===== config.mk =====
export PLATFORM = sky130hd
export DESIGN_NAME = icpu_top
export DESIGN_NICKNAME = d
export VERILOG_FILES = /design/src/rtl/icpu_pkg.sv /design/src/rtl/icpu_cfg_regs.sv /design/src/rtl/icpu_active_stack.sv /design/src/rtl/icpu_select.sv /design/src/rtl/icpu_top.sv
export SDC_FILE = /design/constraint.sdc
export NUM_CORES = 1
export LEC_CHECK = 0
export BUFFER_PORTS_ARGS = -buffer_cell sky130_fd_sc_hd__buf_4
export CAP_MARGIN = 40
export CORE_UTILIZATION = 60
export DETAILED_ROUTE_END_ITERATION = 16
export PLACE_DENSITY = 0.8
export SLEW_MARGIN = 20
export SYNTH_ARGS = -nofsm -noshare
export SYNTH_HDL_FRONTEND = slang
export SYNTH_SLANG_ARGS = --single-unit

===== constraint.sdc =====
create_clock -name clk_i -period 7.8 [get_ports clk_i]
set_clock_uncertainty 0.15 [all_clocks]
set_input_delay 1.17 -clock clk_i [delete_from_list [all_inputs] [get_ports clk_i]]
set_output_delay 1.17 -clock clk_i [all_outputs]
set_load 0.05 [all_outputs]

===== src/rtl/icpu_pkg.sv =====
package icpu_pkg;
  localparam int ID_W   = 10;
  localparam int PRIO_W = 8;
  localparam int ADDR_W = 3;
  localparam int DATA_W = 32;
  localparam logic [ID_W-1:0] SPURIOUS_ID = 10'd1023;

  typedef enum logic [ADDR_W-1:0] {
    REG_CTRL   = 3'd0,
    REG_PMASK  = 3'd1,
    REG_BPOINT = 3'd2,
    REG_ACK    = 3'd3,
    REG_EOI    = 3'd4
  } reg_addr_e;
endpackage


===== src/rtl/icpu_cfg_regs.sv =====
module icpu_cfg_regs
  import icpu_pkg::*;
#(
  parameter int PRIO_W_P = PRIO_W
) (
  input  logic              clk_i,
  input  logic              rst_ni,
  input  logic              wr_i,
  input  logic [ADDR_W-1:0] addr_i,
  input  logic [PRIO_W_P-1:0] wdata_i,
  output logic              en_o,
  output logic [PRIO_W_P-1:0] pmask_o,
  output logic [2:0]        bpoint_o
);
  always_ff @(posedge clk_i or negedge rst_ni) begin
    if (!rst_ni) begin
      en_o     <= 1'b0;
      pmask_o  <= '0;
      bpoint_o <= '0;
    end else if (wr_i) begin
      case (addr_i)
        REG_CTRL:   en_o     <= wdata_i[0];
        REG_PMASK:  pmask_o  <= wdata_i;
        REG_BPOINT: bpoint_o <= wdata_i[2:0];
        default: ;
      endcase
    end
  end
endmodule


===== src/rtl/icpu_active_stack.sv =====
module icpu_active_stack #(
  parameter int DEPTH  = 8,
  parameter int ID_W   = 10,
  parameter int PRIO_W = 8,
  localparam int DW    = $clog2(DEPTH + 1),
  localparam int IW    = (DEPTH > 1) ? $clog2(DEPTH) : 1
) (
  input  logic              clk_i,
  input  logic              rst_ni,
  input  logic              push_i,
  input  logic [ID_W-1:0]   push_id_i,
  input  logic [PRIO_W-1:0] push_prio_i,
  input  logic              eoi_i,
  input  logic [ID_W-1:0]   eoi_id_i,
  output logic [DW-1:0]     depth_o,
  output logic              empty_o,
  output logic              full_o,
  output logic [PRIO_W-1:0] run_prio_o
);
  logic [ID_W-1:0]   id_q [DEPTH];
  logic [PRIO_W-1:0] pr_q [DEPTH];
  logic [DW-1:0]     depth_q;
  logic [DEPTH-1:0]  match;
  logic [IW-1:0]     pos;
  logic              hit;

  for (genvar g = 0; g < DEPTH; g++) begin : g_match
    assign match[g] = (DW'(g) < depth_q) && (id_q[g] == eoi_id_i);
  end

  // topmost matching entry is removed
  always_comb begin
    pos = '0;
    for (int i = 0; i < DEPTH; i++) if (match[i]) pos = IW'(i);
  end
  assign hit = |match;

  always_comb begin
    run_prio_o = '1;
    for (int i = 0; i < DEPTH; i++) if (DW'(i + 1) == depth_q) run_prio_o = pr_q[i];
  end

  always_ff @(posedge clk_i or negedge rst_ni) begin
    if (!rst_ni) begin
      depth_q <= '0;
      for (int i = 0; i < DEPTH; i++) begin
        id_q[i] <= '0;
        pr_q[i] <= '1;
      end
    end else if (push_i && !full_o) begin
      for (int i = 0; i < DEPTH; i++) begin
        if (DW'(i) == depth_q) begin
          id_q[i] <= push_id_i;
          pr_q[i] <= push_prio_i;
        end
      end
      depth_q <= depth_q + DW'(1);
    end else if (eoi_i && hit) begin
      for (int i = 0; i < DEPTH - 1; i++) begin
        if (IW'(i) >= pos) begin
          id_q[i] <= id_q[i+1];
          pr_q[i] <= pr_q[i+1];
        end
      end
      depth_q <= depth_q - DW'(1);
    end
  end

  assign depth_o = depth_q;
  assign empty_o = (depth_q == '0);
  assign full_o  = (depth_q == DW'(DEPTH));
endmodule


===== src/rtl/icpu_select.sv =====
module icpu_select #(
  parameter int PRIO_W = 8
) (
  input  logic              en_i,
  input  logic              cand_valid_i,
  input  logic [PRIO_W-1:0] cand_prio_i,
  input  logic [PRIO_W-1:0] pmask_i,
  input  logic [2:0]        bpoint_i,
  input  logic              empty_i,
  input  logic              full_i,
  input  logic [PRIO_W-1:0] run_prio_i,
  output logic              signal_o
);
  logic [3:0]        shamt;
  logic [PRIO_W-1:0] grp_mask;
  logic              no_nest;
  logic              preempt_ok;

  assign shamt    = {1'b0, bpoint_i} + 4'd1;
  assign grp_mask = {PRIO_W{1'b1}} << shamt;
  assign no_nest  = (bpoint_i == 3'd7);

  assign preempt_ok = empty_i ||
                      (!no_nest && !full_i &&
                       ((cand_prio_i & grp_mask) < (run_prio_i & grp_mask)));

  assign signal_o = en_i && cand_valid_i && (cand_prio_i < pmask_i) && preempt_ok;
endmodule


===== src/rtl/icpu_top.sv =====
module icpu_top
  import icpu_pkg::*;
#(
  parameter int DEPTH = 8,
  localparam int DW   = $clog2(DEPTH + 1)
) (
  input  logic              clk_i,
  input  logic              rst_ni,
  input  logic              cand_valid_i,
  input  logic [ID_W-1:0]   cand_id_i,
  input  logic [PRIO_W-1:0] cand_prio_i,
  input  logic              reg_req_i,
  input  logic              reg_we_i,
  input  logic [ADDR_W-1:0] reg_addr_i,
  input  logic [DATA_W-1:0] reg_wdata_i,
  output logic [DATA_W-1:0] reg_rdata_o,
  output logic              irq_o,
  output logic              take_o,
  output logic [ID_W-1:0]   take_id_o
);
  logic              en;
  logic [PRIO_W-1:0] pmask;
  logic [2:0]        bpoint;
  logic [DW-1:0]     depth;
  logic              empty, full;
  logic [PRIO_W-1:0] run_prio;
  logic              signal;
  logic              ack_rd, eoi_wr, cfg_wr;
  logic              irq_q;
  logic              unused_wdata;

  assign unused_wdata = ^reg_wdata_i[DATA_W-1:ID_W];

  assign cfg_wr = reg_req_i && reg_we_i;
  assign ack_rd = reg_req_i && !reg_we_i && (reg_addr_i == REG_ACK);
  assign eoi_wr = reg_req_i && reg_we_i && (reg_addr_i == REG_EOI);

  icpu_cfg_regs #(.PRIO_W_P(PRIO_W)) u_cfg (
    .clk_i    (clk_i),
    .rst_ni   (rst_ni),
    .wr_i     (cfg_wr),
    .addr_i   (reg_addr_i),
    .wdata_i  (reg_wdata_i[PRIO_W-1:0]),
    .en_o     (en),
    .pmask_o  (pmask),
    .bpoint_o (bpoint)
  );

  icpu_select #(.PRIO_W(PRIO_W)) u_sel (
    .en_i         (en),
    .cand_valid_i (cand_valid_i),
    .cand_prio_i  (cand_prio_i),
    .pmask_i      (pmask),
    .bpoint_i     (bpoint),
    .empty_i      (empty),
    .full_i       (full),
    .run_prio_i   (run_prio),
    .signal_o     (signal)
  );

  assign take_o    = ack_rd && signal;
  assign take_id_o = cand_id_i;

  icpu_active_stack #(.DEPTH(DEPTH), .ID_W(ID_W), .PRIO_W(PRIO_W)) u_stk (
    .clk_i       (clk_i),
    .rst_ni      (rst_ni),
    .push_i      (take_o),
    .push_id_i   (cand_id_i),
    .push_prio_i (cand_prio_i),
    .eoi_i       (eoi_wr),
    .eoi_id_i    (reg_wdata_i[ID_W-1:0]),
    .depth_o     (depth),
    .empty_o     (empty),
    .full_o      (full),
    .run_prio_o  (run_prio)
  );

  always_comb begin
    reg_rdata_o = '0;
    case (reg_addr_i)
      REG_CTRL:   reg_rdata_o = DATA_W'(en);
      REG_PMASK:  reg_rdata_o = DATA_W'(pmask);
      REG_BPOINT: reg_rdata_o = DATA_W'(bpoint);
      REG_ACK:    reg_rdata_o = DATA_W'(signal ? cand_id_i : SPURIOUS_ID);
      default: ;
    endcase
  end

  always_ff @(posedge clk_i or negedge rst_ni) begin
    if (!rst_ni) irq_q <= 1'b0;
    else         irq_q <= signal && !take_o;
  end
  assign irq_o = irq_q;
endmodule


==> impl_metrics.ini, run 1 <==
[clocking]
post-cts-setup-buffers = 0
cts_sinks = 161
ctsResizeCount = 0
h-tree-depth = 4
worstSkewPairLatency_ns = 0.44
cts-root-buf = clkbuf_16
cts_buffers = 17
ctsHoldBuffers = 0
clk_pin_slew_ns = 0.07
cts_tree = built
cts_buffer_depth = 2

[sta]
worst_pin_slew_ns = 0.877
setup_viol_count_final = 0
fmax_mhz = 151
period_share = 0.851
layout_min_cycle_time_ns = 6.64
slew-limit-headroom = 0.414
finalHoldViolations = 0
maxSlewViolCount = 0
rsz0062_at_grt = false
tns_ns = 0

[hold_path]
whs_path_depth = 1
whs_endpoint = u_stk.id_q[72]
min_from = u_stk.id_q[72]
hp-class = reg -> reg

[final_layout]
drive_gt1_frac = 0.335
final_common_cell = mux2_2
area_growth_syn_to_layout_pct = 10.1
finalNetCount = 1049
fin_area_mm2 = 0.0116
nFillCells = 1228
final_cell_mix = mux2_2, mux2_1, dfrtp_1
insertedDiodeCount = 0
multi_input_area_mm2 = 0.00592
area.sequential_mm2 = 0.00411

[grt]
grt_pass1_wl_um = 39700
grt_pass1_vias = 7342
antenna_found_initial = 0
grt_overflow_total = 0
grt_max_degree = 84
grt_use_total = 0.285

[synth]
synth_top_family_by_area = multiplexers
synth_edf_count = 0
synth-simple-area-share = 0.0943
syn_inst = 941
syn_area_mm2 = 0.0105
synth_seq_cells = 161
async_flop_share = 1.00
synth.area.mux_share = 0.295
synth_area_leaders = dfrtp_1, dfstp_2, mux2_2, mux2_1, xnor2_1
yosysSeqAreaShare = 0.390
yosysWarnings = 0
synth.top_cell.area_share = 0.231
synth_top_area_cell = dfrtp_1
synth_compound_area_frac = 0.0688
synth.distinct_cells = 61
synth_ff_type = dfrtp_1
post_synth.cell_area_avg_um2 = 11.2
synthXorXnorAreaFrac = 0.0690
synth_fa_ha_area_frac = 0.0273

[power_and_ir_drop]
switching_share = 0.297
pwr-share-comb = 0.169
leakagePower_nw = 5.30
p_switching_mw = 0.614
vdd_drop_max_uv = 167
p_int_mw = 1.45
power_density_mw_per_mm2 = 178
pwr-share-seq = 0.421
power_frac_clock = 0.411
power_mw = 2.07

[die]
coreArea_mm2 = 0.0172
pin_count = 102
die_area_mm2 = 0.0181
dieWidth_um = 134
rows = 48
initial_core_util = 0.611
die_y_um = 134

[worst_setup_path]
path_cells = inv_1 > ha_1 > nor3b_1 > o311ai_0 > o21ai_0 > o211ai_1 > o21ai_0 > o21ai_0 > o2111ai_1 > ha_1 > nand4_1 > a211oi_1 > nand4_1 > o21ai_2 > or3_1 > nor3_1 > o21ai_0 > buf_4
crit_required_ns = 6.48
max_stage_delay_ns = 0.69
arrival_ns = 5.32
worst-path-max-fanout = 21
cp_slowest_cell = ha_1
crit_buf_inv = 2
cp_top_family = compound AO/OA/AOI/OAI gates
worst_setup_path_end_kind = primary output
r2r_end = u_stk.id_q[21]
criticalPathCategory = reg -> out
crit_top_cell = o21ai_0
reg2reg_from = u_stk.depth_o[0]
reg2reg_depth = 19
regToRegSetupSlack_ns = 2.07
startpoint_type = flip-flop

[placed_design]
io_buffers = 57
place_congestion = 0.879
dp.final_hpwl_um = 17100
dpl_cell_area_mm2 = 0.0109

[drt]
drtIter0Drc = 511
ant_nets = 0
wl_per_cell_um = 20.3
vias = 7422
vias_per_cell = 6.15
wl_um = 24400
drc = 0
dr.pass1.iters = 5

[run]
maxCapViolCount = 0

[status]
status = completed
-- layer usage --
metal  wire (um)  vias to the layer above  GRT usage
met5           0                        -          0
met4         702                        0      0.114
met3        1130                       56     0.0402
met2       11300                      242      0.448
met1       11300                     3712      0.398
li1            -                     3412          -
-- registers in the layout, summed over array words and instances, names as in the netlist --
register	cells
irq_o	1
u_cfg.bpoint_o	3
u_stk.depth_o	4
u_stk.id_q	80
u_cfg.en_o	1
u_stk.pr_q	64
u_cfg.pmask_o	8
-- worst max path at each step --
| stage | start | end | slack (ns) | cells after the start |
|---|---|---|---|---|
| global placement | u_stk.depth_o[0] | u_stk.id_q[6] | 1.76 | 18 |
| CTS | u_stk.depth_o[0] | reg_rdata_o[2] | 1.27 | 18 |
| global route | u_stk.depth_o[0] | reg_rdata_o[2] | 0.67 | 18 |
| finish | u_stk.depth_o[0] | reg_rdata_o[2] | 1.16 | 18 |
| detailed placement | u_stk.depth_o[0] | reg_rdata_o[2] | 1.78 | 18 |
| floorplan | u_stk.depth_o[0] | reg_rdata_o[1] | 1.67 | 20 |
-- cells by family after synthesis --
logic type	Yosys count
and+or+nand+nor	186
DFF	161
buffers and inverters	104
other	1
AOI/OAI and AO/OA	107
muxes	276
xor gates and xnor gates	83
adders and majority gates	23
-- power groups by stage --
| stage | Sequential (mW) | Combinational [mW] | Clock [mW] |
|---|---|---|---|
| 2_1_floorplan | 0.881 | 0.240 | 0 |
| 3_3_place_gp | 0.882 | 0.334 | 0 |
| 3_5_place_dp | 0.883 | 0.340 | 0 |
| 4_1_cts | 0.869 | 0.344 | 0.856 |
| 5_1_grt | 0.871 | 0.384 | 0.891 |
| 6_report | 0.869 | 0.348 | 0.848 |
-- final cells by class --
type                            count  share of cell area
Multi-Input combinational cell    697               0.510
Sequential cell                   161               0.354
Timing Repair Buffer               74              0.0543
Clock buffer                       18              0.0379
Tap cell                          225              0.0243
Clock inverter                     14              0.0135
Inverter                           17             0.00550
-- worst reg2reg max path, stage by stage, from the launching register on --
cell	delay [ns]
dfrtp_1	0.49
inv_1	0.13
ha_1	0.69
nor3b_1	0.12
o311ai_0	0.32
o21ai_0	0.17
o211ai_1	0.22
o21ai_0	0.15
o21ai_0	0.27
o2111ai_1	0.17
ha_1	0.30
nand4_1	0.12
a211oi_1	0.32
nand4_1	0.15
o21ai_2	0.33
nor3_4	0.10
buf_4	0.24
a22oi_2	0.58
buf_6	0.25
mux2_1	0.34
-- synth_stat cells, types with 18 or more instances --
cell type and count:
buf_2 27, buf_4 42, dfrtp_1 97, dfstp_2 64, ha_1 23, mux2_1 123, mux2_2 149, nand2_1 48
nand4_1 18, nor2_1 26, o21ai_0 42, xnor2_1 60, xor2_1 23
-- through the flow --
stage	cells	setup WS (ns)	hold WS, ns	utilization
finish	1206	1.16	0.380	0.673
global route	1206	0.667	0.402	0.673
CTS	1202	1.27	0.380	0.668
detailed placement	1170	1.78	0.366	0.634
global placement	1166	1.76	0.349	0.631
floorplan	962	1.67	0.324	-
Power figures use the tool's default switching activity.
==> run 2: changes to the inputs <==
--- a/config.mk
+++ b/config.mk
@@ -5,11 +5,12 @@
 export SDC_FILE = /design/constraint.sdc
 export NUM_CORES = 1
 export LEC_CHECK = 0
+export ABC_AREA = 1
 export BUFFER_PORTS_ARGS = -buffer_cell sky130_fd_sc_hd__buf_4
 export CAP_MARGIN = 40
 export CORE_UTILIZATION = 60
 export DETAILED_ROUTE_END_ITERATION = 16
-export PLACE_DENSITY = 0.8
+export PLACE_DENSITY = 0.79
 export SLEW_MARGIN = 20
 export SYNTH_ARGS = -nofsm -noshare
 export SYNTH_HDL_FRONTEND = slang
==> run 2 against run 1 <==
Effect of this change: the flow now finishes with violations (design-rule violations); via count grew 44%; global-route usage grew 5.6 points; core utilization shrank 0.92 points; non-clock buffer count shrank 6; critical path type unchanged; largest power group unchanged.
==> impl_metrics.ini, run 2 <==
[die]
dieWidth_um = 139
pin_count = 102
initial_core_util = 0.617
rows = 49
coreArea_mm2 = 0.0181
die_area_mm2 = 0.0192
die_y_um = 139

[grt]
grt_max_degree = 93
grt_pass1_vias = 10100
grt_use_total = 0.341
antenna_found_initial = 0
grt_pass1_wl_um = 51700
grt_overflow_total = 0

[synth]
yosysWarnings = 0
syn_inst = 1582
syn_area_mm2 = 0.0112
synth.distinct_cells = 49
synth_top_area_cell = nand2_1
synth_seq_cells = 161
synth.top_cell.area_share = 0.224
post_synth.cell_area_avg_um2 = 7.08
async_flop_share = 1.00
netlist_top_cells_count = nand2_1, nand3_1, dfrtp_1, inv_1, nor2_1
synth_ff_type = dfrtp_1
synth_area_leaders = nand2_1, dfrtp_1, dfstp_2, nand3_1, buf_4
synth_edf_count = 0
yosysMostFrequentCell = nand2_1
yosysSeqAreaShare = 0.367

[worst_setup_path]
regToRegSetupSlack_ns = 2.24
crit_buf_inv = 5
cp_top_family = buffers and inverters
max_stage_delay_ns = 0.54
worst_setup_path_end_kind = primary output
reg2reg_from = u_stk.depth_o[3]
arrival_ns = 5.36
criticalPathCategory = reg -> out
startpoint_type = flip-flop
reg2reg_depth = 22
cp_slowest_cell = nor2_2
path_cells = nor2_2 > inv_1 > nor2_1 > inv_1 > o22ai_1 > a21oi_1 > a21oi_1 > o211ai_1 > o21ai_0 > nor2_1 > o21ai_0 > ha_1 > a21oi_1 > o21bai_1 > a21oi_1 > nand2_1 > nand2_2 > nand3_4 > buf_4 > inv_2 > buf_4
crit_required_ns = 6.48
crit_top_cell = a21oi_1
r2r_end = u_stk.id_q[57]
worst-path-max-fanout = 44
path_depth = 21

[hold_path]
whs_endpoint = u_stk.pr_q[6]
whs_path_depth = 2
min_from = u_stk.pr_q[6]
hp-class = reg -> reg

[final_layout]
reg.largest.list = u_stk.id_q (80), u_stk.pr_q (64), u_cfg.pmask_o (8)
final_common_cell = nand2_1
drive_gt1_frac = 0.151
final_cell_mix = nand2_1, nand3_1, dfrtp_1
finalNetCount = 1670
regMostFlops = u_stk.id_q
insertedDiodeCount = 0
nFillCells = 1552
largest_reg_flops = 80
area_growth_syn_to_layout_pct = 7.59

[clocking]
worstSkewPairLatency_ns = 0.45
post-cts-setup-buffers = 0
clk_pin_slew_ns = 0.06
cts_sinks = 161
cts_buffer_depth = 2
ctsResizeCount = 0
ctsHoldBuffers = 0
cts-root-buf = clkbuf_16
cts_buffers = 17
h-tree-depth = 4
cts_tree = built

[drt]
dr.pass1.iters = 12
ant_nets = 0
wl_um = 31800
vias_per_cell = 5.86
wl_per_cell_um = 17.4
drtIter0Drc = 937
vias = 10700
drc = 9

[sta]
tns_ns = 0
worst_pin_slew_ns = 0.853
fmax_mhz = 150
layout_min_cycle_time_ns = 6.68
maxSlewViolCount = 0
period_share = 0.857
finalHoldViolations = 0
rsz0062_at_grt = false
setup_viol_count_final = 0
slew-limit-headroom = 0.431

[placed_design]
dp.final_hpwl_um = 22600
io_buffers = 57
place_congestion = 0.928

[run]
maxCapViolCount = 0

[power_and_ir_drop]
power_density_mw_per_mm2 = 168
leakagePower_nw = 6.95
power_mw = 2.02
vdd_drop_max_uv = 151

[status]
status = finished, violations left
violations = design-rule violations
-- run 2: cell type report --
| type | count | area [um2] | area share |
|---|---|---|---|
| sequential | 161 | 4110 | 0.341 |
| tap | 229 | 287 | 0.0238 |
| timing repair buffer | 68 | 572 | 0.0475 |
| multi-input combinational | 1250 | 6150 | 0.511 |
| clock inverter | 8 | 103 | 0.00852 |
| inverter | 91 | 342 | 0.0284 |
| clock buffer | 23 | 478 | 0.0397 |
-- run 2: how the worst max path moves through the flow --
stage                           from        endpoint  slack, ns
floorplan           u_stk.depth_o[0]  reg_rdata_o[3]       3.14
global placement    u_stk.depth_o[3]          take_o       1.89
detailed placement  u_stk.depth_o[3]          take_o       1.77
CTS                 u_stk.depth_o[3]          take_o       1.26
global route        u_stk.depth_o[3]          take_o       0.90
finish              u_stk.depth_o[3]          take_o       1.12
-- run 2: logic make-up after synthesis --
logic type	synth area share
fa+ha+maj	0.0257
flops	0.367
xor+xnor	0.0336
buf+inv	0.0924
compound gates	0.0532
simple gates	0.428
other cells	0.000335
-- run 2: per-layer routing --
layer,part of all wire,GRT usage
met2,0.48,0.558
met1,0.43,0.451
met4,0.027,0.136
met3,0.063,0.0594
met5,0,0
-- run 2: through the flow --
stage / cells / utilization / cell area (um2) / hold slack [ns] / setup slack (ns)
2_1_floorplan: 1603 / - / 11300 / 0.299 / 3.14
3_3_place_gp: 1795 / 0.627 / 11400 / 0.310 / 1.89
3_5_place_dp: 1796 / 0.628 / 11400 / 0.318 / 1.77
4_1_cts: 1827 / 0.660 / 12000 / 0.328 / 1.26
5_1_grt: 1830 / 0.664 / 12000 / 0.350 / 0.903
6_report: 1830 / 0.664 / 12000 / 0.325 / 1.12
-- run 2: worst register-to-register path, delay by kind of cell, from the launching register on --
kind            cells  cell delay [ns]
simple gates        9             2.44
fa+ha+maj           1             0.29
buf+inv             3             0.93
compound gates      9             1.20
flops               1             0.49
-- run 2: report_power, final --
group	switching, mW	internal, mW
clock	0.353	0.495
sequential	0.0132	0.851
combinational	0.212	0.0968
==> run 3: changes to the inputs <==
--- a/config.mk
+++ b/config.mk
@@ -10,7 +10,7 @@
 export CAP_MARGIN = 40
 export CORE_UTILIZATION = 60
 export DETAILED_ROUTE_END_ITERATION = 16
-export PLACE_DENSITY = 0.79
+export PLACE_DENSITY = 0.89
 export SLEW_MARGIN = 20
 export SYNTH_ARGS = -nofsm -noshare
 export SYNTH_HDL_FRONTEND = slang
==> run 3 against run 2 <==
Effect of this change: combinational power about the same; largest power group unchanged; global-route usage is 1.1 points lower; die area unchanged; the flow still finishes with violations (design-rule violations); sequential power barely moved; hold slack better by 0.0041 ns; critical path depth unchanged.
==> impl_metrics.ini, run 3 (synthesized netlist as in run 2, its figures left out) <==
[placed_design]
place_congestion = 1.00
io_buffers = 57
dpl_cell_area_mm2 = 0.0114
dp.final_hpwl_um = 22100

[final_layout]
finalNetCount = 1670
reg.largest.list = u_stk.id_q (80), u_stk.pr_q (64), u_cfg.pmask_o (8)
insertedDiodeCount = 0
final_common_cell = nand2_1
fin_area_mm2 = 0.0120
regMostFlops = u_stk.id_q
drive_gt1_frac = 0.152
largest_reg_flops = 80
final_cell_mix = nand2_1, nand3_1, dfrtp_1
area_growth_syn_to_layout_pct = 7.11

[grt]
antenna_found_initial = 0
grt_use_total = 0.329
grt_overflow_total = 0
grt_pass1_vias = 10200
grt_max_degree = 59
grt_pass1_wl_um = 50700

[power_and_ir_drop]
pwr-share-seq = 0.436
vdd_drop_max_uv = 183
power_density_mw_per_mm2 = 165
pwr-share-comb = 0.154
power_frac_clock = 0.409
p_int_mw = 1.36
switching_share = 0.312
leakagePower_nw = 6.93
p_switching_mw = 0.618

[sta]
layout_min_cycle_time_ns = 6.48
fmax_mhz = 154
tns_ns = 0
period_share = 0.831
rsz0062_at_grt = false
maxSlewViolCount = 0
worst_pin_slew_ns = 0.836
finalHoldViolations = 0
slew-limit-headroom = 0.442
setup_viol_count_final = 0

[drt]
vias_per_cell = 5.92
wl_per_cell_um = 16.8
wl_um = 30800
ant_nets = 0
drc = 3
vias = 10800
drtIter0Drc = 1287
dr.pass1.iters = 12

[die]
rows = 49
die_y_um = 139
dieWidth_um = 139
die_area_mm2 = 0.0192
initial_core_util = 0.617
coreArea_mm2 = 0.0181
pin_count = 102

[status]
violations = design-rule violations
status = finished, violations left

[clocking]
cts-root-buf = clkbuf_16
clk_pin_slew_ns = 0.07
ctsHoldBuffers = 0
ctsResizeCount = 0
cts_buffers = 17
cts_buffer_depth = 2
post-cts-setup-buffers = 0
cts_tree = built
worstSkewPairLatency_ns = 0.45
cts_sinks = 161
h-tree-depth = 4

[worst_setup_path]
startpoint_type = flip-flop
worst-path-max-fanout = 14
arrival_ns = 5.16
worst_setup_path_end_kind = primary output
crit_top_cell = a21oi_1
max_stage_delay_ns = 0.55
criticalPathCategory = reg -> out
cp_slowest_cell = nor2_2
path_cells = nor2_2 > inv_1 > nor2_1 > inv_1 > o22ai_1 > a21oi_1 > a21oi_1 > o211ai_1 > o21ai_0 > nor2_1 > o21ai_0 > ha_1 > a21oi_1 > o21bai_1 > a21oi_1 > nand2_1 > nand2_2 > nand2_1 > o21ai_0 > inv_1 > buf_4
crit_required_ns = 6.48

[hold_path]
hp-class = reg -> reg

[run]
maxCapViolCount = 0
==> run 3: path summary, 6_finish.rpt <==
path                                  start               end  slack [ns]  cells past startpoint
hold / removal                u_stk.pr_q[2]     u_stk.pr_q[2]        0.33                      2
min in group asynchronous            rst_ni  u_cfg.pmask_o[4]        0.50                      1
max in group asynchronous            rst_ni    u_stk.id_q[50]        5.84                      2
hold reg to reg               u_stk.pr_q[2]     u_stk.pr_q[2]        0.33                      2
setup / recovery           u_stk.depth_o[3]    reg_rdata_o[8]        1.32                     21
setup reg to reg           u_stk.depth_o[3]    u_stk.pr_q[46]        2.36                     24
==> run 3: per-stage QoR <==
stage	setup WS, ns	cells	power, mW	util	hold WS [ns]
finish	1.32	1831	1.98	0.661	0.329
global route	1.03	1831	2.04	0.661	0.345
detailed placement	2.01	1797	1.18	0.629	0.318
CTS	1.51	1829	1.98	0.660	0.329
global placement	2.15	1795	1.17	0.627	0.310
floorplan	3.14	1603	1.09	-	0.299
==> run 3: cell type report <==
type | count | area (um2)
fillers | 1493 | 6160
multi-input cells | 1250 | 6150
flip-flops and latches | 161 | 4110
repair buffers | 68 | 548
clock buffers | 18 | 429
inverters | 91 | 342
well taps | 229 | 287
clock inverters | 14 | 121
==> run 3: power by group through the flow <==
stage	registers, mW	clock network (mW)	logic [mW]
2_1_floorplan	0.875	0	0.218
3_3_place_gp	0.877	0	0.292
3_5_place_dp	0.878	0	0.300
4_1_cts	0.864	0.810	0.302
5_1_grt	0.866	0.843	0.334
6_report	0.864	0.811	0.306
==> run 3: layer usage <==
layer | global-route usage | routed length (um) | share of wire | up-vias
met1 | 0.423 | 12300 | 0.40 | 5056
met2 | 0.541 | 14900 | 0.48 | 611
met3 | 0.0546 | 2550 | 0.083 | 89
met4 | 0.166 | 1120 | 0.036 | 0
li1 | - | - | - | 5085
met5 | 0 | 0 | 0 | -
==> run 3: worst max-delay path: cells and delay by family (launching register included) <==
| kind | cells | cell delay [ns] |
|---|---|---|
| AOI/OAI and AO/OA | 10 | 1.51 |
| adders and majority gates | 1 | 0.28 |
| buffers and inverters | 4 | 0.77 |
| DFF | 1 | 0.48 |
| and+or+nand+nor | 6 | 1.66 |
